### src/rtl/fpag_pkg.sv
package fpag_pkg;
  parameter int PRIV_W = 2;
  parameter int SYN_W  = 6;
  localparam int KIND_W = 2;

  typedef enum logic [KIND_W-1:0] {
    RES_ALLOW = 2'd0,
    RES_UNDEF = 2'd1,
    RES_TRAP  = 2'd2
  } res_kind_e;

  localparam logic [SYN_W-1:0] SYN_FPACC = 6'h07;
  localparam logic [SYN_W-1:0] SYN_GEN   = 6'h00;

  typedef struct packed {
    logic       halted;
    logic       sdd;
    logic       has_l3;
    logic       l2_on;
    logic [1:0] l1_en;
    logic [1:0] l2_en;
    logic       l2_trap;
    logic       host;
    logic       tgen;
    logic       l3_trap;
  } ctl_t;
endpackage

### src/rtl/fpag_enc_match.sv
module fpag_enc_match #(
  parameter logic [1:0] M_OP0 = 2'b11,
  parameter logic [2:0] M_OP1 = 3'b011,
  parameter logic [3:0] M_CRN = 4'b0100,
  parameter logic [3:0] M_CRM = 4'b0100,
  parameter logic [2:0] M_OP2 = 3'b000
) (
  input  logic [1:0] op0,
  input  logic [2:0] op1,
  input  logic [3:0] crn,
  input  logic [3:0] crm,
  input  logic [2:0] op2,
  output logic       hit
);
  always_comb begin
    hit = (op0 == M_OP0) && (op1 == M_OP1) && (crn == M_CRN) &&
          (crm == M_CRM) && (op2 == M_OP2);
  end
endmodule

### src/rtl/fpag_lower_chk.sv
module fpag_lower_chk
  import fpag_pkg::*;
(
  input  logic [PRIV_W-1:0] priv,
  input  ctl_t              ctl,
  output logic              trap,
  output logic [PRIV_W-1:0] tgt,
  output logic [SYN_W-1:0]  syn
);
  logic l2_guard_host;
  logic l2_guard_plain;

  always_comb begin
    l2_guard_host  = ctl.host && !ctl.l2_en[0];
    l2_guard_plain = !ctl.host && ctl.l2_trap;
  end

  always_comb begin
    trap = 1'b0;
    tgt  = '0;
    syn  = '0;
    case (priv)
      2'd0: begin
        if (!(ctl.l2_on && ctl.host && ctl.tgen) && ctl.l1_en != 2'b11) begin
          trap = 1'b1;
          if (ctl.l2_on && ctl.tgen) begin
            tgt = 2'd2;
            syn = SYN_GEN;
          end else begin
            tgt = 2'd1;
            syn = SYN_FPACC;
          end
        end else if (ctl.l2_on && ctl.host && ctl.tgen && ctl.l2_en != 2'b11) begin
          trap = 1'b1; tgt = 2'd2; syn = SYN_FPACC;
        end else if (ctl.l2_on && (l2_guard_host || l2_guard_plain)) begin
          trap = 1'b1; tgt = 2'd2; syn = SYN_FPACC;
        end
      end
      2'd1: begin
        if (!ctl.l1_en[0]) begin
          trap = 1'b1; tgt = 2'd1; syn = SYN_FPACC;
        end else if (ctl.l2_on && (l2_guard_host || l2_guard_plain)) begin
          trap = 1'b1; tgt = 2'd2; syn = SYN_FPACC;
        end
      end
      2'd2: begin
        if (l2_guard_host || l2_guard_plain) begin
          trap = 1'b1; tgt = 2'd2; syn = SYN_FPACC;
        end
      end
      default: ;
    endcase
  end
endmodule

### src/rtl/fpag_upper_chk.sv
module fpag_upper_chk
  import fpag_pkg::*;
#(
  parameter logic HALT_L3_PRIO = 1'b1
) (
  input  logic [PRIV_W-1:0] priv,
  input  ctl_t              ctl,
  output logic              top_lvl,
  output logic              pre_undef,
  output logic              l3_hit,
  output logic              l3_undef
);
  logic dbg_lock;

  always_comb begin
    dbg_lock  = ctl.halted && ctl.sdd;
    top_lvl   = (priv == 2'd3);
    pre_undef = !top_lvl && HALT_L3_PRIO && dbg_lock && ctl.has_l3 && ctl.l3_trap;
    l3_hit    = top_lvl ? ctl.l3_trap : (ctl.has_l3 && ctl.l3_trap);
    l3_undef  = !top_lvl && dbg_lock;
  end
endmodule

### src/rtl/fpctl_access_gate.sv
module fpctl_access_gate
  import fpag_pkg::*;
#(
  parameter logic [1:0] M_OP0        = 2'b11,
  parameter logic [2:0] M_OP1        = 3'b011,
  parameter logic [3:0] M_CRN        = 4'b0100,
  parameter logic [3:0] M_CRM        = 4'b0100,
  parameter logic [2:0] M_OP2        = 3'b000,
  parameter logic       HALT_L3_PRIO = 1'b1
) (
  input  logic              clk,
  input  logic              rst,
  input  logic              req_valid,
  input  logic              req_write,
  input  logic [1:0]        req_op0,
  input  logic [2:0]        req_op1,
  input  logic [3:0]        req_crn,
  input  logic [3:0]        req_crm,
  input  logic [2:0]        req_op2,
  input  logic [PRIV_W-1:0] req_priv,
  input  logic              dbg_halted,
  input  logic              dbg_sdd,
  input  logic              l3_present,
  input  logic              l2_active,
  input  logic [1:0]        l1_fp_en,
  input  logic [1:0]        l2_fp_en,
  input  logic              l2_fp_trap,
  input  logic              l2_host,
  input  logic              l2_tgen,
  input  logic              l3_fp_trap,
  output logic              rsp_valid,
  output logic              rsp_hit,
  output logic [KIND_W-1:0] rsp_kind,
  output logic [PRIV_W-1:0] rsp_tgt,
  output logic [SYN_W-1:0]  rsp_syn,
  output logic              rsp_wr_en
);
  ctl_t              ctl;
  logic              enc_hit;
  logic              lo_trap;
  logic [PRIV_W-1:0] lo_tgt;
  logic [SYN_W-1:0]  lo_syn;
  logic              top_lvl, pre_undef, l3_hit, l3_undef;
  res_kind_e         nx_kind;
  logic [PRIV_W-1:0] nx_tgt;
  logic [SYN_W-1:0]  nx_syn;

  always_comb begin
    ctl.halted  = dbg_halted;
    ctl.sdd     = dbg_sdd;
    ctl.has_l3  = l3_present;
    ctl.l2_on   = l2_active;
    ctl.l1_en   = l1_fp_en;
    ctl.l2_en   = l2_fp_en;
    ctl.l2_trap = l2_fp_trap;
    ctl.host    = l2_host;
    ctl.tgen    = l2_tgen;
    ctl.l3_trap = l3_fp_trap;
  end

  fpag_enc_match #(
    .M_OP0(M_OP0), .M_OP1(M_OP1), .M_CRN(M_CRN), .M_CRM(M_CRM), .M_OP2(M_OP2)
  ) u_enc (
    .op0(req_op0), .op1(req_op1), .crn(req_crn), .crm(req_crm), .op2(req_op2),
    .hit(enc_hit)
  );

  fpag_lower_chk u_lower (
    .priv(req_priv), .ctl(ctl), .trap(lo_trap), .tgt(lo_tgt), .syn(lo_syn)
  );

  fpag_upper_chk #(.HALT_L3_PRIO(HALT_L3_PRIO)) u_upper (
    .priv(req_priv), .ctl(ctl), .top_lvl(top_lvl), .pre_undef(pre_undef),
    .l3_hit(l3_hit), .l3_undef(l3_undef)
  );

  // Priority: debug undefined, lower-level traps, level-3 trap, allow.
  always_comb begin
    nx_kind = RES_ALLOW;
    nx_tgt  = '0;
    nx_syn  = '0;
    if (!enc_hit) begin
      nx_kind = RES_ALLOW;
    end else if (pre_undef) begin
      nx_kind = RES_UNDEF;
    end else if (!top_lvl && lo_trap) begin
      nx_kind = RES_TRAP;
      nx_tgt  = lo_tgt;
      nx_syn  = lo_syn;
    end else if (l3_hit && l3_undef) begin
      nx_kind = RES_UNDEF;
    end else if (l3_hit) begin
      nx_kind = RES_TRAP;
      nx_tgt  = 2'd3;
      nx_syn  = SYN_FPACC;
    end
  end

  always_ff @(posedge clk) begin
    if (rst || !req_valid) begin
      rsp_valid <= 1'b0;
      rsp_hit   <= 1'b0;
      rsp_kind  <= RES_ALLOW;
      rsp_tgt   <= '0;
      rsp_syn   <= '0;
      rsp_wr_en <= 1'b0;
    end else begin
      rsp_valid <= 1'b1;
      rsp_hit   <= enc_hit;
      rsp_kind  <= nx_kind;
      rsp_tgt   <= nx_tgt;
      rsp_syn   <= nx_syn;
      rsp_wr_en <= req_write && enc_hit && (nx_kind == RES_ALLOW);
    end
  end

  AST_MISS_ALLOWS: assert property (@(posedge clk) disable iff (rst)
    (req_valid && !enc_hit) |=> (rsp_kind == RES_ALLOW && !rsp_wr_en));
  AST_TRAP_UPWARD: assert property (@(posedge clk) disable iff (rst)
    (rsp_valid && rsp_kind == RES_TRAP) |-> (rsp_tgt != 2'd0 && rsp_tgt >= $past(req_priv)));
  AST_UNDEF_NEEDS_HALT: assert property (@(posedge clk) disable iff (rst)
    (req_valid && !dbg_halted) |=> (rsp_kind != RES_UNDEF));
  AST_TOP_NO_UNDEF: assert property (@(posedge clk) disable iff (rst)
    (req_valid && req_priv == 2'd3) |=> (rsp_kind != RES_UNDEF));
  AST_GEN_SYN_TO_L2: assert property (@(posedge clk) disable iff (rst)
    (rsp_valid && rsp_kind == RES_TRAP && rsp_syn == SYN_GEN) |-> (rsp_tgt == 2'd2));
  AST_READ_NO_STROBE: assert property (@(posedge clk) disable iff (rst)
    (req_valid && !req_write) |=> !rsp_wr_en);
endmodule

### config.mk
export PLATFORM = sky130hd
export DESIGN_NAME = fpctl_access_gate
export DESIGN_NICKNAME = d
export VERILOG_FILES = /design/src/rtl/fpag_pkg.sv /design/src/rtl/fpag_enc_match.sv /design/src/rtl/fpag_lower_chk.sv /design/src/rtl/fpag_upper_chk.sv /design/src/rtl/fpctl_access_gate.sv
export SDC_FILE = /design/constraint.sdc
export NUM_CORES = 1
export LEC_CHECK = 0
export BUFFER_PORTS_ARGS = -buffer_cell sky130_fd_sc_hd__buf_2
export CAP_MARGIN = 10
export CORE_UTILIZATION = 30
export CTS_CLUSTER_DIAMETER = 100
export CTS_CLUSTER_SIZE = 12
export DETAILED_ROUTE_END_ITERATION = 16
export GPL_TIMING_DRIVEN = 0
export PLACE_DENSITY = 0.73
export SYNTH_ARGS = -nofsm -noshare
export SYNTH_HDL_FRONTEND = slang
export SYNTH_SLANG_ARGS = --single-unit
### constraint.sdc
create_clock -name clk -period 1.2 [get_ports clk]
set_input_delay 0.18 -clock clk [delete_from_list [all_inputs] [get_ports clk]]
set_output_delay 0.18 -clock clk [all_outputs]
set_load 0.01 [all_outputs]
==> summary.txt <==
Worst setup path
  • Delay-heaviest family, CP: simple AND/OR/NAND/NOR gates
  • CP Data Arrival Time: roughly 1.4 ns
  • Crit-path cells: buf_8, nand3_2, mux2i_1, or3_4, or3b_1, a21oi_2
  • Max Fanout on Critical Path: 5
  • CP Class: input pin to flip-flop
  • Worst path required time: 1.39 ns
  • CP max stage delay: roughly 0.41 ns
  • CP bufs+invs: 1
  • Element type at the critical path start: input pin
  • Slowest CP cell: or3b_1
  • Worst setup EP type: flip-flop

Placed design
  • Gpl congestion: between 0.7 and 0.8
  • Dpl cell area: between 700 and 800 um^2
  • Placed insts: 118
  • Post-DP HPWL: 1022 um
  • Port bufs: 43

Cells and area
  • Layout fillers: 119
  • Footprint of the multi-input gates: 344.1 um^2
  • Design Area, Final: 890.9 um^2
  • Area delta synth->final: 87.86%
  • Ant. Diodes: 0
  • Seq. cell area: 160.2 um^2
  • Non-Filler Instances: 124
  • Final #Nets: 145
  • Share of post-route cells with drive strength above 1: a little over three fifths

Global routing
  • Largest net degree at the start of global routing: 9
  • First-pass GRT wire length: roughly 2100 um
  • GRT Overall Usage: 15.40%
  • Initial antenna violation count: 0
  • Grt total ovfl: 0
  • Number of global-route vias before repair: 549

Timing
  • Slew Limit Fails: 0
  • Final Worst Setup Slack: -0.01602 ns
  • Final min period: 1.216 ns
  • RSZ-0062 raised after global routing: true
  • Peak Freq: between 0.8 and 0.9 GHz
  • Endpoints failing hold: 0
  • Final worst path period share: 101.3%
  • Final setup vio count: 1

Worst hold path
  • Hold path start: rst
  • Worst Hold Depth: 2
  • Hold endpoint: rsp_valid
  • Min-delay worst type: input pin to flip-flop

Drt
  • Vias per cell: 4.984
  • Routed length per instance: 13.44 um
  • Vias post-DR: 618
  • DRC: 0
  • Final WL: 1667 um
  • First-pass DRT Iterations: 4
  • DR iter-0 viols: 16
  • Final ANT Viol Nets: 0

Clocking
  • Reg clk slew, reported paths: approximately 0.050 ns
  • Hold-fix buffers at CTS: 0
  • Htree depth: 1
  • Maximum root-to-sink buffer count: 2
  • Num CTS Buffers: 3
  • CTS root buf: clkbuf_4
  • CTS tree: yes
  • # clock sinks: 8

Logic synthesis
  • Synth async-reset ratio: 0%
  • Share of the yosys chip area belonging to registers: 33.77%
  • Cells after Synth: 58
  • Netlist cell types: 28
  • Post-synth top flop: dfxtp_1
  • Synthesized flop and latch total: 8
  • Synthesized area per cell: 8.176 um^2
  • Synth warnings: 0
  • Number of flops mapped to enable cells by yosys: 0
  • Synth Cell Area: 474.2 um^2

Pwr
  • Worst vdd ir: 0.3192 mV
  • PwrDens: between 700 and 800 mW/mm^2
  • Static leakage: 0.4464 nW

Floorplanning
  • Die Ht: 41.76 um
  • Initial core utilization: 34.30%
  • Placement Rows: 13
  • Die area: about 0.0017 mm^2
  • Die Wd: 41.76 um
  • Core footprint: 0.001383 mm^2
  • IO Pins: 47

Flow run
  • # Max-Cap Violations: 0

Run status
  • Violated checks: negative setup slack
  • Status: complete, but fails checks
==> cell usage in the layout, fill, tap and decap left out, types with 2 or more instances in the layout <==
cell,count
a211o_4,2
a21oi_1,3
buf_2,35
buf_4,8
buf_6,6
clkbuf_4,3
conb_1,3
dfxtp_1,8
inv_1,2
nand2_1,6
nand4_1,2
nor2_1,4
nor3_2,2
nor4_1,2
nor4b_2,2
==> worst max-delay path by stage <==
stage	from	end	slack (ns)	depth (start not counted)
2_1_floorplan	req_priv[0]	rsp_tgt[0]	-0.02	5
3_3_place_gp	req_priv[1]	rsp_tgt[0]	-0.25	6
3_5_place_dp	req_priv[1]	rsp_tgt[0]	-0.27	6
4_1_cts	req_priv[1]	rsp_tgt[0]	0.01	6
5_1_grt	req_crn[0]	rsp_tgt[1]	-0.10	7
6_report	l2_host	rsp_tgt[0]	-0.02	6
==> logic make-up (layout without fill, tap and decap cells) <==
group | Yosys count | in the layout | share of synthesized area [%]
simple gates | 31 | 31 | 38.26
mux | 1 | 1 | 2.111
flops | 8 | 8 | 33.77
compound gates | 10 | 10 | 15.57
other cells | 1 | 3 | 0.7908
buf+inv | 7 | 56 | 9.500
==> report_power, final <==
| part | internal (mW) | switching [mW] | total [mW] | leakage, nW |
|---|---|---|---|---|
| Combinational | 0.107 | 0.0824 | 0.189 | 0.368 |
| Sequential | 0.268 | 0.000262 | 0.268 | 0.0647 |
| Clock | 0.114 | 0.0912 | 0.206 | 0.0138 |
| Total | 0.489 | 0.174 | 0.663 | 0.446 |
==> what timing repair did <==
item	CTS	global route
pin swaps	0	8
resized for setup	3	25
setup buffers	0	3
endpoints found under the setup margin	1	5
==> cells in the mapped netlist, types with 2 or more instances <==
master    instances  area [um^2]
nor2_1            5        18.77
a211o_2           2        20.02
nor3_1            2        10.01
nor4_1            2        12.51
nand4_1           2        12.51
a21oi_1           4        20.02
buf_4             5        37.54
inv_1             2        7.510
dfxtp_1           8        160.2
nand2b_1          2        12.51
nand2_1           6        22.52
nor4b_1           2        17.52
==> metal layers <==
metal | wire length (um) | global-route usage (%) | part of all wire (%) | vias up
met1 | 588 | 17.28 | 35 | 281
met4 | 29 | 7.742 | 1.7 | 0
li1 | - | - | - | 306
met5 | 0 | 0 | 0 | -
met2 | 967 | 26.56 | 58 | 26
met3 | 82 | 3.913 | 4.9 | 5
==> through the flow <==
stage	setup TNS (ns)	hold WS [ns]	utilization [%]	setup WS, ns	power (mW)
5_1_grt	-0.2820	0.1067	64.43	-0.1027	0.6890
3_5_place_dp	-0.7918	0.3618	51.95	-0.2675	0.4141
6_report	-0.01602	0.1059	64.43	-0.01602	0.6631
2_1_floorplan	-0.02151	0.2633	-	-0.02151	0.3395
3_3_place_gp	-0.7363	0.3620	51.95	-0.2534	0.4107
4_1_cts	0	0.09866	54.48	0.01064	0.6167
==> registers in the layout, summed over array words and instances (netlist names) <==
signal,cells
rsp_syn,1
rsp_tgt,2
rsp_wr_en,1
rsp_hit,1
rsp_kind,2
rsp_valid,1
==> area by class of cell <==
| cell class | count | share of cell area [%] |
|---|---|---|
| inverter | 2 | 0.8427 |
| buffer | 5 | 4.213 |
| timing repair buffer | 46 | 33.71 |
| multi-input combinational | 45 | 38.62 |
| tap | 15 | 2.107 |
| clock buffer | 3 | 2.528 |
| sequential | 8 | 17.98 |
Power figures use the tool's default switching activity.
